[src/rtl/rp_err_pme_pkg.sv]
package rp_err_pme_pkg;
    localparam int SEV_CORR  = 0;
    localparam int SEV_NFAT  = 1;
    localparam int SEV_FATAL = 2;
    localparam int PME_EN_BIT = 3;

    typedef enum logic [1:0] {
        PME_IDLE   = 2'd0,
        PME_MASKED = 2'd1,
        PME_ARMED  = 2'd2
    } pme_state_e;
endpackage

[src/rtl/rp_ctl_word.sv]
module rp_ctl_word #(
    parameter int ADDR_W  = 8,
    parameter int DATA_W  = 16,
    parameter int EN_W    = 4,
    parameter logic [ADDR_W-1:0] REG_OFS = 'hBC
) (
    input  logic              clk,
    input  logic              rst_n,
    input  logic [ADDR_W-1:0] cfg_addr,
    input  logic              cfg_we,
    input  logic [DATA_W-1:0] cfg_wdata,
    output logic [DATA_W-1:0] cfg_rdata,
    output logic [EN_W-1:0]   en_q,
    output logic [EN_W-1:0]   en_next
);
    localparam int RSVD_W = DATA_W - EN_W;

    logic hit;
    logic past_valid;

    assign hit = (cfg_addr == REG_OFS);

    always_comb begin
        en_next = en_q;
        if (cfg_we && hit) begin
            en_next = cfg_wdata[EN_W-1:0];
        end
    end

    always_ff @(posedge clk) begin
        if (!rst_n) begin
            en_q       <= '0;
            past_valid <= 1'b0;
        end else begin
            en_q       <= en_next;
            past_valid <= 1'b1;
        end
    end

    assign cfg_rdata = hit ? {{RSVD_W{1'b0}}, en_q} : '0;

    // a decoded write lands in the enables at the sampling edge
    p_write_lands_r3: assert property (@(posedge clk) disable iff (!rst_n)
        past_valid && $past(cfg_we && hit) |-> en_q == $past(cfg_wdata[EN_W-1:0]));

    // a write elsewhere leaves the enables alone
    p_miss_keeps_r2: assert property (@(posedge clk) disable iff (!rst_n)
        past_valid && $past(!hit) |-> en_q == $past(en_q));
endmodule

[src/rtl/rp_serr_gate.sv]
module rp_serr_gate #(
    parameter int NUM_SEV = 3
) (
    input  logic               clk,
    input  logic               rst_n,
    input  logic [NUM_SEV-1:0] err_local,
    input  logic [NUM_SEV-1:0] err_msg,
    input  logic [NUM_SEV-1:0] sev_en,
    output logic               serr_pulse
);
    logic [NUM_SEV-1:0] sev_hit;
    logic               past_valid;

    for (genvar s = 0; s < NUM_SEV; s++) begin : g_sev
        assign sev_hit[s] = (err_local[s] | err_msg[s]) & sev_en[s];
    end

    always_ff @(posedge clk) begin
        if (!rst_n) begin
            serr_pulse <= 1'b0;
            past_valid <= 1'b0;
        end else begin
            serr_pulse <= |sev_hit;
            past_valid <= 1'b1;
        end
    end

    // an enabled severity pulse raises the system-error pulse one cycle later
    p_serr_fires_r4: assert property (@(posedge clk) disable iff (!rst_n)
        past_valid && $past(|((err_local | err_msg) & sev_en)) |-> serr_pulse);

    // no enabled pulse, no system error
    p_serr_quiet_r4: assert property (@(posedge clk) disable iff (!rst_n)
        past_valid && $past(((err_local | err_msg) & sev_en) == '0) |-> !serr_pulse);
endmodule

[src/rtl/rp_pme_fsm.sv]
module rp_pme_fsm
    import rp_err_pme_pkg::*;
(
    input  logic clk,
    input  logic rst_n,
    input  logic pme_msg,
    input  logic pme_clr,
    input  logic en_q,
    input  logic en_next,
    output logic pme_status,
    output logic pme_irq
);
    pme_state_e state_q, state_d;
    logic       irq_d;
    logic       past_valid;

    always_comb begin
        state_d = state_q;
        irq_d   = 1'b0;
        unique case (state_q)
            PME_IDLE: begin
                if (pme_msg) begin
                    state_d = en_next ? PME_ARMED : PME_MASKED;
                    irq_d   = en_next;
                end
            end
            PME_MASKED: begin
                if (pme_clr && !pme_msg) begin
                    state_d = PME_IDLE;
                end else if (en_next) begin
                    state_d = PME_ARMED;
                    irq_d   = 1'b1;
                end
            end
            PME_ARMED: begin
                if (pme_clr && !pme_msg) begin
                    state_d = PME_IDLE;
                end else if (!en_next) begin
                    state_d = PME_MASKED;
                end else if (pme_msg) begin
                    irq_d = 1'b1;
                end
            end
            default: begin
                state_d = PME_IDLE;
            end
        endcase
    end

    always_ff @(posedge clk) begin
        if (!rst_n) begin
            state_q <= PME_IDLE;
        end else begin
            state_q <= state_d;
        end
    end

    always_ff @(posedge clk) begin
        if (!rst_n) begin
            pme_irq    <= 1'b0;
            past_valid <= 1'b0;
        end else begin
            pme_irq    <= irq_d;
            past_valid <= 1'b1;
        end
    end

    assign pme_status = (state_q != PME_IDLE);

    // a message always leaves status set
    p_msg_sets_r6: assert property (@(posedge clk) disable iff (!rst_n)
        past_valid && $past(pme_msg) |-> pme_status);

    // a clear without a message empties status
    p_clr_empties_r7: assert property (@(posedge clk) disable iff (!rst_n)
        past_valid && $past(pme_clr && !pme_msg) |-> !pme_status);

    // an interrupt is only issued with status pending
    p_irq_needs_status_r8: assert property (@(posedge clk) disable iff (!rst_n)
        pme_irq |-> pme_status);

    // no interrupt while the enable register is clear
    p_irq_needs_en_r10: assert property (@(posedge clk) disable iff (!rst_n)
        pme_irq |-> en_q);
endmodule

[src/rtl/rp_err_pme_ctl.sv]
module rp_err_pme_ctl
    import rp_err_pme_pkg::*;
#(
    parameter int ADDR_W  = 8,
    parameter int DATA_W  = 16,
    parameter int NUM_SEV = 3,
    parameter logic [ADDR_W-1:0] REG_OFS = 'hBC
) (
    input  logic               clk,
    input  logic               rst_n,
    input  logic [ADDR_W-1:0]  cfg_addr,
    input  logic               cfg_we,
    input  logic [DATA_W-1:0]  cfg_wdata,
    output logic [DATA_W-1:0]  cfg_rdata,
    input  logic               cmd_serr_en,
    input  logic [NUM_SEV-1:0] err_local,
    input  logic [NUM_SEV-1:0] err_msg,
    input  logic               pme_msg,
    input  logic               pme_clr,
    output logic               pme_status,
    output logic               serr_pulse,
    output logic               pme_irq
);
    localparam int EN_W = NUM_SEV + 1;

    logic [EN_W-1:0] en_q;
    logic [EN_W-1:0] en_next;
    logic            past_valid;

    rp_ctl_word #(
        .ADDR_W (ADDR_W),
        .DATA_W (DATA_W),
        .EN_W   (EN_W),
        .REG_OFS(REG_OFS)
    ) u_word (
        .clk      (clk),
        .rst_n    (rst_n),
        .cfg_addr (cfg_addr),
        .cfg_we   (cfg_we),
        .cfg_wdata(cfg_wdata),
        .cfg_rdata(cfg_rdata),
        .en_q     (en_q),
        .en_next  (en_next)
    );

    rp_serr_gate #(
        .NUM_SEV(NUM_SEV)
    ) u_serr (
        .clk       (clk),
        .rst_n     (rst_n),
        .err_local (err_local),
        .err_msg   (err_msg),
        .sev_en    (en_q[NUM_SEV-1:0]),
        .serr_pulse(serr_pulse)
    );

    rp_pme_fsm u_pme (
        .clk       (clk),
        .rst_n     (rst_n),
        .pme_msg   (pme_msg),
        .pme_clr   (pme_clr),
        .en_q      (en_q[EN_W-1]),
        .en_next   (en_next[EN_W-1]),
        .pme_status(pme_status),
        .pme_irq   (pme_irq)
    );

    always_ff @(posedge clk) begin
        if (!rst_n) begin
            past_valid <= 1'b0;
        end else begin
            past_valid <= 1'b1;
        end
    end

    // an enabled fatal error signals even with the command enable clear
    p_cmd_no_mask_r5: assert property (@(posedge clk) disable iff (!rst_n)
        past_valid && $past(!cmd_serr_en && (err_local[NUM_SEV-1] || err_msg[NUM_SEV-1])
                            && en_q[NUM_SEV-1]) |-> serr_pulse);

    // the command enable never creates a system error by itself
    p_cmd_no_force_r5: assert property (@(posedge clk) disable iff (!rst_n)
        past_valid && $past(cmd_serr_en && en_q[NUM_SEV-1:0] == '0) |-> !serr_pulse);
endmodule

[config.mk]
export PLATFORM = sky130hd
export DESIGN_NAME = rp_err_pme_ctl
export DESIGN_NICKNAME = d
export VERILOG_FILES = /design/src/rtl/rp_err_pme_pkg.sv /design/src/rtl/rp_ctl_word.sv /design/src/rtl/rp_serr_gate.sv /design/src/rtl/rp_pme_fsm.sv /design/src/rtl/rp_err_pme_ctl.sv
export SDC_FILE = /design/constraint.sdc
export NUM_CORES = 1
export LEC_CHECK = 0
export ABC_AREA = 1
export BUFFER_PORTS_ARGS = -buffer_cell sky130_fd_sc_hd__buf_2
export CORE_UTILIZATION = 39
export CTS_BUF_LIST = sky130_fd_sc_hd__clkbuf_4 sky130_fd_sc_hd__clkbuf_8
export CTS_CLUSTER_DIAMETER = 30
export CTS_CLUSTER_SIZE = 25
export DETAILED_ROUTE_END_ITERATION = 16
export GPL_TIMING_DRIVEN = 0
export PLACE_DENSITY = 0.87
export SYNTH_ARGS = -nofsm -noshare
export SYNTH_HDL_FRONTEND = slang
export SYNTH_SLANG_ARGS = --single-unit
[constraint.sdc]
create_clock -name clk -period 2.6 [get_ports clk]
set_input_delay 0.13 -clock clk [delete_from_list [all_inputs] [get_ports clk]]
set_output_delay 0.13 -clock clk [all_outputs]
set_load 0.005 [all_outputs]
==> impl_results.md, run 1 <==
* Clock Root Buffer: clkbuf_4
* H-Tree Depth at 1
* Flop and latch count out of synthesis at 8
* Share of layout cells above drive strength 1 at 50.42%
* DR WL/cell at 8.552 um
* Post-route setup TNS at 0 ns
* Gr usage total at 16.25%
* Ant diodes at 0
* R2R depth at 4
* Worst r2r src: u_pme.state_q[0]$_SDFFE_PN0P_
* Largest family of logic cells by synthesized area: simple AND/OR/NAND/NOR gates
* Yosys warnings at 0
* CP bufs+invs at 1
* Inst Count DP at 131
* Worst setup startpoint: u_pme.state_q[0]$_SDFFE_PN0P_
* Area grow syn2layout at 41.27%
* Die Footprint at 1569 sq um
* Port bufs at 29
* Hold/Removal Path Class: input port to flop
* DR WL met2 at 594 um
* Clock tree buffer depth at 2
* Hold path cells at 3
* Final setup viols at 0
* Status: complete, no violations
* Final Hold Viols at 0
* Initial core utilization at 42.40%
* Detailed Route WL at 1146 um
* Reg2reg end: u_pme.state_q[0]$_SDFFE_PN0P_
* Fillers at 134
* Syn Area/Cell at 7.260 sq um
* Vias/cell at 4.224
* Clock skew at 0.003424 ns
* Internal power at 214.2 uW
* F_max at 0.9288 GHz
* Met1 WL at 411 um
* Pin count of the biggest net entering global routing at 8
* Xor and xnor area share after synthesis at 0%
* GP Congestion at 0.6310
* Clk sink count at 8
* DRC at 0
* Max Slew Vio Count at 0
* Compound-Gate Fraction of Synth Area at 15.42%
* Sequential power share at 43.8%
* CP Capture Type: flop
* Fin crit share at 41.41%
* Max stage delay cell, worst path: dfxtp_1
* Crit path cell chain: inv_1 > nor3_1 > nand2_1 > a21oi_2
* Unique masters post-synth at 19
* FF/Latch Area at 160.2 sq um
* Overflow after GRT at 0
* Num ports at 55
* CTS Buf Count at 3
* Initial antenna violation count at 0
* CTS tree: built
* Critical Path RT at 2.79 ns
* Ratio of total power to cell area at 370.7 nW/um^2
* Crit Path Max Fanout at 3
* CP peak stage delay at 0.37 ns
* DRT iter0 DRCs at 9
* Switching power at 74.82 uW
* Area of the multi-input gates at 290.3 sq um
* Routed vias at 566
* Hold Buf Count CTS at 0
* RSZ-0062 raised after global routing: false
* Clk slew on worst S/H paths at 0.05 ns
* Worst vdd ir at 0.1903 mV
* Leak at 0.0004416 uW
* Clock Power Share at 32.9%
* Crit path DAT at 1.26 ns
* Synth Area in Simple Gates at 29.02%
* Die Ht at 39.62 um
* Sequential share of the synthesized area at 29.02%
* Cell family with most CP delay: simple AND/OR/NAND/NOR gates
* Post-layout min period at 1.077 ns
* Die width at 39.62 um
* WS Path Type: flop to flop
* Detail Route Antenna Nets at 0
* R2R Setup Slk at 1.52 ns
* MaxCap Viol Count at 0
* Post-CTS setup buffers at 0
* Nets at 157
* PostCTS Resize Cnt at 0
* Post-Synth Adder-Cell Area at 0%
* Post-Synthesis Cells at 76
* Net Sw Frac at 25.89%
* Vias in the first global route at 445
* Syn Std Cell Area at 551.8 sq um
* Non-filler cells in the finished layout at 134
* DP HPWL at 996 um
* Uppermost routed layer: met4
* FP Rows at 13
* First drt pass iteration count at 4
* Hold EP: u_serr.serr_pulse$_SDFF_PN0_
* Hold Crit Start: rst_n
* First-pass GRT wire length at 1635 um
* Clock latency on the worst-skew pair at 0.25 ns
* Post-synthesis mux area share at 0%
* WL met3 at 125 um
* Core area at 1301 sq um
* Combinational share of power at 23.2%
* Startpoint Class: flop
[flip-flops by register name, indices dropped and copies added, names as in the netlist]
name and flops:
u_pme.state_q 2, u_word.en_q 4, u_serr.serr_pulse 1, u_pme.pme_irq 1
[power groups by stage]
stage	clock, uW	sequential, uW	combinational, uW
6_report	95.1	127	67.2
2_1_floorplan	0	129	43.3
4_1_cts	94.4	127	66.6
5_1_grt	107	127	74.7
3_5_place_dp	0	129	66.2
3_3_place_gp	0	129	63.5
[Yosys cell counts (all sizes together)]
cell / n / area [sq um]
o21ai: 6 / 30.03
a21oi: 7 / 42.54
nand2: 10 / 50.05
conb: 1 / 3.750
nand3: 3 / 25.02
nand4: 1 / 12.51
nor3: 1 / 5.000
inv: 14 / 52.55
or2: 1 / 8.760
o211ai: 1 / 12.51
nor2: 11 / 58.81
buf: 12 / 90.09
dfxtp: 8 / 160.2
[layout make-up]
cell class                      count  share of cell area, %
Sequential cell                     8                  20.55
Multi-Input combinational cell     53                  37.24
Buffer                             12                  11.56
Inverter                           14                  6.742
Clock buffer                        3                  2.889
Tap cell                           15                  2.408
Timing Repair Buffer               29                  18.62
[cell families (layout without fill, tap and decap cells)]
logic type	count (synthesis)	count (layout)
other	1	12
AOI/OAI and AO/OA	14	14
buffers and inverters	26	58
and+or+nand+nor	27	27
DFF	8	8
[metrics by stage]
step,hold WS [ns],cell area [sq um],util (%),worst slack (ns),power [uW]
after floorplan,0.2276,593.1,-,1.593,172.1
after global placement,0.4013,757.0,58.17,1.573,192.5
after detailed placement,0.4041,757.0,58.17,1.536,195.5
after CTS,0.1524,779.5,59.90,1.529,287.7
after global routing,0.1624,779.5,59.90,1.461,308.6
final,0.1448,779.5,59.90,1.523,289.0
[worst min-delay path: stages]
cell and delay (ns):
buf_2 0.14, nand2_1 0.06, inv_1 0.04
[metal layers]
| metal | vias up | GRT usage [%] |
|---|---|---|
| li1 | 300 | - |
| met1 | 227 | 12.29 |
| met2 | 34 | 35.66 |
| met3 | 5 | 5.114 |
| met4 | 0 | 5.172 |
| met5 | - | 0 |
[cell usage in the layout, fill, tap and decap left out, types with 3 or more instances in the layout]
cell / synthesis / routed
dfxtp_1: 8 / 8
buf_2: 0 / 29
a21oi_1: 5 / 5
nand2_2: 5 / 5
inv_1: 13 / 13
clkbuf_4: 0 / 3
buf_4: 12 / 12
nand2_1: 5 / 5
o21ai_0: 6 / 6
nor2_1: 8 / 8
conb_1: 1 / 12
[worst max-delay path by stage]
stage / end / slack (ns) / cells after the start
floorplan: u_pme.state_q[1]$_SDFFE_PN0P_ / 1.59 / 5
global placement: u_pme.state_q[1]$_SDFFE_PN0P_ / 1.57 / 5
detailed placement: u_pme.state_q[0]$_SDFFE_PN0P_ / 1.54 / 9
CTS: u_pme.state_q[0]$_SDFFE_PN0P_ / 1.53 / 4
global route: u_pme.state_q[0]$_SDFFE_PN0P_ / 1.46 / 4
finish: u_pme.state_q[0]$_SDFFE_PN0P_ / 1.52 / 4
Power figures use the tool's default switching activity.
==> run 2: changes to the inputs <==
--- a/config.mk
+++ b/config.mk
@@ -7,13 +7,13 @@
 export LEC_CHECK = 0
 export ABC_AREA = 1
 export BUFFER_PORTS_ARGS = -buffer_cell sky130_fd_sc_hd__buf_2
-export CORE_UTILIZATION = 39
+export CORE_UTILIZATION = 36
 export CTS_BUF_LIST = sky130_fd_sc_hd__clkbuf_4 sky130_fd_sc_hd__clkbuf_8
 export CTS_CLUSTER_DIAMETER = 30
 export CTS_CLUSTER_SIZE = 25
 export DETAILED_ROUTE_END_ITERATION = 16
 export GPL_TIMING_DRIVEN = 0
-export PLACE_DENSITY = 0.87
+export PLACE_DENSITY = 0.81
 export SYNTH_ARGS = -nofsm -noshare
 export SYNTH_HDL_FRONTEND = slang
 export SYNTH_SLANG_ARGS = --single-unit
==> constraint.sdc (replaced) <==
create_clock -name clk -period 1 [get_ports clk]
set_input_delay 0.05 -clock clk [delete_from_list [all_inputs] [get_ports clk]]
set_output_delay 0.05 -clock clk [all_outputs]
set_load 0.005 [all_outputs]
==> impl_results.md, run 2 (synthesis results as in run 1) <==
* CP peak stage delay at 0.34 ns (-0.03 ns)
* Clk slew on worst S/H paths at 0.05 ns (about the same)
* MaxCap Viol Count at 0 (unchanged)
* CTS Buf Count at 3 (unchanged)
* Clock skew at 0.002605 ns (-0.0008183 ns)
* WHS at 0.07215 ns (-0.07265 ns)
* Initial antenna violation count at 0 (unchanged)
* Detail Route Antenna Nets at 0 (unchanged)
* Clock tree buffer depth at 2 (unchanged)
* Clock Root Buffer: clkbuf_4
* Hold Buf Count CTS at 0 (unchanged)
* Hold Crit Start: rst_n
* FP Rows at 13 (unchanged)
* Violated checks: negative setup slack
* H-Tree Depth at 1 (unchanged)
* Initial core utilization at 40.38% (-2.0 points)
* Most common cell after layout, fill and taps aside: buf_2
* Vias in the first global route at 467 (+4.9%)
* RSZ-0062 raised after global routing: true
* Share of layout cells above drive strength 1 at 52.50% (+2.1 points)
* Num ports at 55 (unchanged)
* Port bufs at 29 (unchanged)
* First-pass GRT wire length at 1787 um (+9.3%)
* Max reg flops at 4 (unchanged)
* Final setup viols at 2 (+2)
* Clk sink count at 8 (unchanged)
* Ant diodes at 0 (unchanged)
* Ratio of total power to cell area at 965.6 nW/um^2 (+160%)
* Routed vias at 602 (+6.4%)
* Most flops, register: u_word.en_q
* CP Capture Type: flop
* Nets at 158 (+0.64%)
* Vias/cell at 4.459 (+5.6%)
* Hold EP: u_pme.state_q[0]$_SDFFE_PN0P_
* First drt pass iteration count at 4 (unchanged)
* Core area at 1366 sq um (+5.0%)
* Largest regs: u_word.en_q x4, u_pme.state_q x2
* Die width at 41.15 um (+3.9%)
* DRT iter0 DRCs at 13 (+4)
* Reg2reg end: u_pme.state_q[1]$_SDFFE_PN0P_
* Final Hold Viols at 0 (unchanged)
* Hold/Removal Path Class: input port to flop
* WS Path Type: flop to flop
* Crit Path Max Fanout at 3 (unchanged)
* Worst vdd ir at 0.4823 mV (+150%)
* Area grow syn2layout at 43.99%
* Clock latency on the worst-skew pair at 0.25 ns (about the same)
* Fin crit share at 104.2% (+63 points)
* Hold path cells at 3 (unchanged)
* Cell family with most CP delay: simple AND/OR/NAND/NOR gates
* Commonest cells after routing, fill and taps aside: buf_2, inv_1, buf_4, conb_1, nor2_1
* R2R Setup Slk at -0.04 ns (-1.57 ns)
* Startpoint Class: flop
* CP bufs+invs at 1 (unchanged)
* Final setup margin at -0.04192 ns (-1.565 ns)
* Max stage delay cell, worst path: dfxtp_2
* Overflow after GRT at 0 (unchanged)
* R2R depth at 5 (+1)
* DRC at 0 (unchanged)
* Worst r2r src: u_pme.state_q[0]$_SDFFE_PN0P_
* Crit path DAT at 1.19 ns (-0.07 ns)
* Post-layout min period at 1.042 ns (-0.03475 ns)
* Status: finished, violations left
* Pin count of the biggest net entering global routing at 8 (unchanged)
* DR WL/cell at 9.178 um (+7.3%)
* Die Ht at 41.15 um (+3.9%)
* DP HPWL at 969.3 um (-2.7%)
* Max Slew Vio Count at 0 (unchanged)
* Leak at 0.0004478 uW (+1.4%)
* GP Congestion at 0.6622 (+4.9%)
* Crit path cell chain: nor2_4 > inv_2 > or2_4 > a21oi_2 > nor2_1
* Die Footprint at 1693 sq um (+7.9%)
* Detailed Route WL at 1239 um (+8.1%)
* CTS tree: built
* Critical Path RT at 1.15 ns (-1.64 ns)
* F_max at 0.9598 GHz (+3.3%)
* Post-route setup TNS at -0.06312 ns (-0.06312 ns)
* Gr usage total at 17.00% (+0.75 points)
[run 2: timing repair]
action	in CTS	in global routing
buffers inserted	1	0
pin swaps	3	0
gates resized for setup	1	0
hold endpoints to repair	0	0
setup endpoints to repair	2	2
[run 2: cell type report]
type,count,area (sq um)
inverters,14,52.55
repair buffers,30,152.6
plain buffers,12,90.09
fillers,141,571.8
multi-input cells,53,295.3
well taps,15,18.77
clock buffers,3,22.52
flip-flops and latches,8,162.7
[run 2: layer usage]
metal	vias to the layer above	track usage [%]	wire length (um)
met5	-	0	0
met1	255	16.03	437
met4	0	12.10	34
met2	41	31.25	645
met3	6	4.348	122
li1	300	-	-
[run 2: power breakdown]
part           internal, uW  switching [uW]  total (uW)
sequential              326            6.43         332
clock                   137             111         248
combinational           102            84.3         187
total                   565             202         767
[run 2: worst max-delay path by stage]
stage | from | endpoint | cells after the start
2_1_floorplan | u_pme.state_q[1]$_SDFFE_PN0P_ | u_pme.state_q[1]$_SDFFE_PN0P_ | 5
3_3_place_gp | u_pme.state_q[1]$_SDFFE_PN0P_ | u_pme.state_q[1]$_SDFFE_PN0P_ | 5
6_report | u_pme.state_q[0]$_SDFFE_PN0P_ | u_pme.state_q[1]$_SDFFE_PN0P_ | 5
5_1_grt | u_pme.state_q[0]$_SDFFE_PN0P_ | u_pme.state_q[1]$_SDFFE_PN0P_ | 5
3_5_place_dp | u_pme.state_q[1]$_SDFFE_PN0P_ | u_pme.state_q[1]$_SDFFE_PN0P_ | 5
4_1_cts | u_pme.state_q[0]$_SDFFE_PN0P_ | u_pme.state_q[1]$_SDFFE_PN0P_ | 5
[run 2: worst min-delay path, cell delays in order]
cell     delay, ns
buf_2         0.14
inv_1         0.07
a21oi_2       0.03
[run 2: through the flow]
step	power [uW]	std cells	setup slack [ns]	instance area [sq um]	utilization (%)
2_1_floorplan	449.4	87	0.01000	599.3	-
3_3_place_gp	503.2	131	-0.004231	763.2	55.86
3_5_place_dp	510.1	131	-0.03993	763.2	55.86
4_1_cts	767.0	135	-0.03518	794.5	58.15
5_1_grt	809.8	135	-0.06595	794.5	58.15
6_report	767.2	135	-0.04192	794.5	58.15
==> run 3: changes to the inputs <==
--- a/config.mk
+++ b/config.mk
@@ -7,13 +7,13 @@
 export LEC_CHECK = 0
 export ABC_AREA = 1
 export BUFFER_PORTS_ARGS = -buffer_cell sky130_fd_sc_hd__buf_2
-export CORE_UTILIZATION = 36
-export CTS_BUF_LIST = sky130_fd_sc_hd__clkbuf_4 sky130_fd_sc_hd__clkbuf_8
+export CORE_UTILIZATION = 34
 export CTS_CLUSTER_DIAMETER = 30
 export CTS_CLUSTER_SIZE = 25
 export DETAILED_ROUTE_END_ITERATION = 16
 export GPL_TIMING_DRIVEN = 0
-export PLACE_DENSITY = 0.81
+export PLACE_DENSITY = 0.77
+export SLEW_MARGIN = 10
 export SYNTH_ARGS = -nofsm -noshare
 export SYNTH_HDL_FRONTEND = slang
 export SYNTH_SLANG_ARGS = --single-unit
==> impl_results.md, run 3 (synthesis results as in run 1) <==
* Final setup margin at 0.007613 ns (+0.04953 ns)
* Hold/Removal Path Class: input port to flop
* Worst vdd ir at 0.4080 mV (-15%)
* Initial core utilization at 36.63% (-3.8 points)
* DP HPWL at 937.9 um (-3.2%)
* CTS tree: built
* Total Power at 757.3 uW (-1.3%)
* MaxCap Viol Count at 0 (unchanged)
* Port bufs at 29 (unchanged)
* Die Footprint at 1788 sq um (+5.6%)
* Area grow syn2layout at 45.12%
* Share of layout cells above drive strength 1 at 53.33% (+0.83 points)
* GP Congestion at 0.6960 (+5.1%)
* Vias in the first global route at 501 (+7.3%)
* Max stage delay cell, worst path: dfxtp_2
* Clock Root Buffer: clkbuf_4
* Gr usage total at 14.06% (-2.9 points)
* Initial antenna violation count at 0 (unchanged)
* DR WL/cell at 8.243 um (-10%)
* Most flops, register: u_word.en_q
* Ratio of total power to cell area at 945.7 nW/um^2 (-2.1%)
* Overflow after GRT at 0 (unchanged)
* WS Path Type: flop to flop
* DRT iter0 DRCs at 6 (-7)
* DP Worst Slack at -0.02541 ns (+0.01453 ns)
* CP peak stage delay at 0.33 ns (about the same)
* CP Capture Type: flop
* Max Slew Vio Count at 0 (unchanged)
* Crit path cell chain: nor2_4 > inv_2 > or2_4 > a21oi_2 > nor2_1
* Clock tree buffer depth at 2 (unchanged)
* Leak at 0.0004495 uW (+0.37%)
* CP bufs+invs at 1 (unchanged)
* Startpoint Class: flop
* DRC at 0 (unchanged)
* Fillers at 158 (+12%)
* Largest regs: u_word.en_q x4, u_pme.state_q x2
* Core area at 1506 sq um (+10%)
* Routed vias at 565 (-6.1%)
* Detailed Route WL at 1121 um (-9.5%)
* FP Rows at 14 (+1)
* Max reg flops at 4 (unchanged)
* Status: complete, no violations
* Most common cell after layout, fill and taps aside: buf_2
* Fin crit share at 99.24% (-5.0 points)
* Clock skew at 0.003705 ns (+0.001100 ns)
* CTS Buf Count at 3 (unchanged)
* RSZ-0062 raised after global routing: true
* Cell family with most CP delay: simple AND/OR/NAND/NOR gates
* Die width at 42.29 um (+2.8%)
* WHS at 0.07506 ns (+0.002911 ns)
* Clock latency on the worst-skew pair at 0.25 ns (about the same)
* Non-filler cells in the finished layout at 136 (+0.74%)
* F_max at 1.008 GHz (+5.0%)
* Die Ht at 42.29 um (+2.8%)
* Final Core Density at 53.16% (-5.0 points)
* Critical Path RT at 1.15 ns (about the same)
* Final setup viols at 0 (-2)
* Num ports at 55 (unchanged)
* First drt pass iteration count at 6 (+2)
* First-pass GRT wire length at 1904 um (+6.5%)
* Crit path DAT at 1.14 ns (-0.05 ns)
* Pin count of the biggest net entering global routing at 8 (unchanged)
* Commonest cells after routing, fill and taps aside: buf_2, inv_1, buf_4, conb_1, nor2_1
* Inst Count DP at 132 (+0.76%)
* Clk slew on worst S/H paths at 0.05 ns (about the same)
* Crit Path Max Fanout at 3 (unchanged)
* Nets at 158 (unchanged)
* Clk sink count at 8 (unchanged)
* H-Tree Depth at 1 (unchanged)
* Detail Route Antenna Nets at 0 (unchanged)
* Final Hold Viols at 0 (unchanged)
* Post-layout min period at 0.9924 ns (-0.04953 ns)
* Hold Buf Count CTS at 0 (unchanged)
* Vias/cell at 4.154 (-6.8%)
* Ant diodes at 0 (unchanged)
run 3: worst reg2reg max path, stage by stage, from the launching register on:
cell     delay [ns]
dfxtp_2        0.33
nor2_4         0.12
inv_2          0.04
or2_4          0.24
a21oi_2        0.11
nor2_1         0.05
run 3: final timing paths:
| check | start | end | slack, ns | depth (start not counted) |
|---|---|---|---|---|
| setup / recovery | u_pme.state_q[0]$_SDFFE_PN0P_ | u_pme.state_q[1]$_SDFFE_PN0P_ | 0.008 | 5 |
| hold / removal | rst_n | u_pme.state_q[0]$_SDFFE_PN0P_ | 0.08 | 3 |
| setup reg to reg | u_pme.state_q[0]$_SDFFE_PN0P_ | u_pme.state_q[1]$_SDFFE_PN0P_ | 0.008 | 5 |
| hold reg to reg | u_word.en_q[2]$_SDFFE_PN0N_ | u_word.en_q[2]$_SDFFE_PN0N_ | 0.46 | 2 |
run 3: layout make-up:
cell class | count | area, sq um | share of cell area (%)
Clock buffer | 3 | 22.52 | 2.812
Inverter | 14 | 52.55 | 6.563
Buffer | 12 | 90.09 | 11.25
Tap cell | 16 | 20.02 | 2.500
Timing Repair Buffer | 30 | 152.6 | 19.06
Sequential cell | 8 | 162.7 | 20.31
Multi-Input combinational cell | 53 | 300.3 | 37.50
run 3: power breakdown:
group	internal [uW]	switching, uW
sequential	326	6.01
clock	137	104
combinational	104	80.6
total	566	191
run 3: layer usage:
layer / vias to the layer above / wire (um) / track usage (%)
li1: 300 / - / -
met1: 230 / 396 / 14.32
met2: 33 / 595 / 25.23
met3: 2 / 117 / 3.017
met4: 0 / 11 / 9.375
met5: - / 0 / 0
run 3: what timing repair did:
action | 4_1_cts | 5_1_grt
setup buffers | 1 | 0
cloned | 0 | 0
gates resized for setup | 2 | 0
pin swaps | 2 | 0
endpoints found under the setup margin | 2 | 2
run 3: stage by stage:
stage / TNS [ns] / area [sq um]
6_report: 0 / 800.8
5_1_grt: -0.1004 / 800.8
4_1_cts: 0 / 800.8
3_5_place_dp: -0.04906 / 764.5
3_3_place_gp: -0.004359 / 764.5
2_1_floorplan: 0 / 599.3
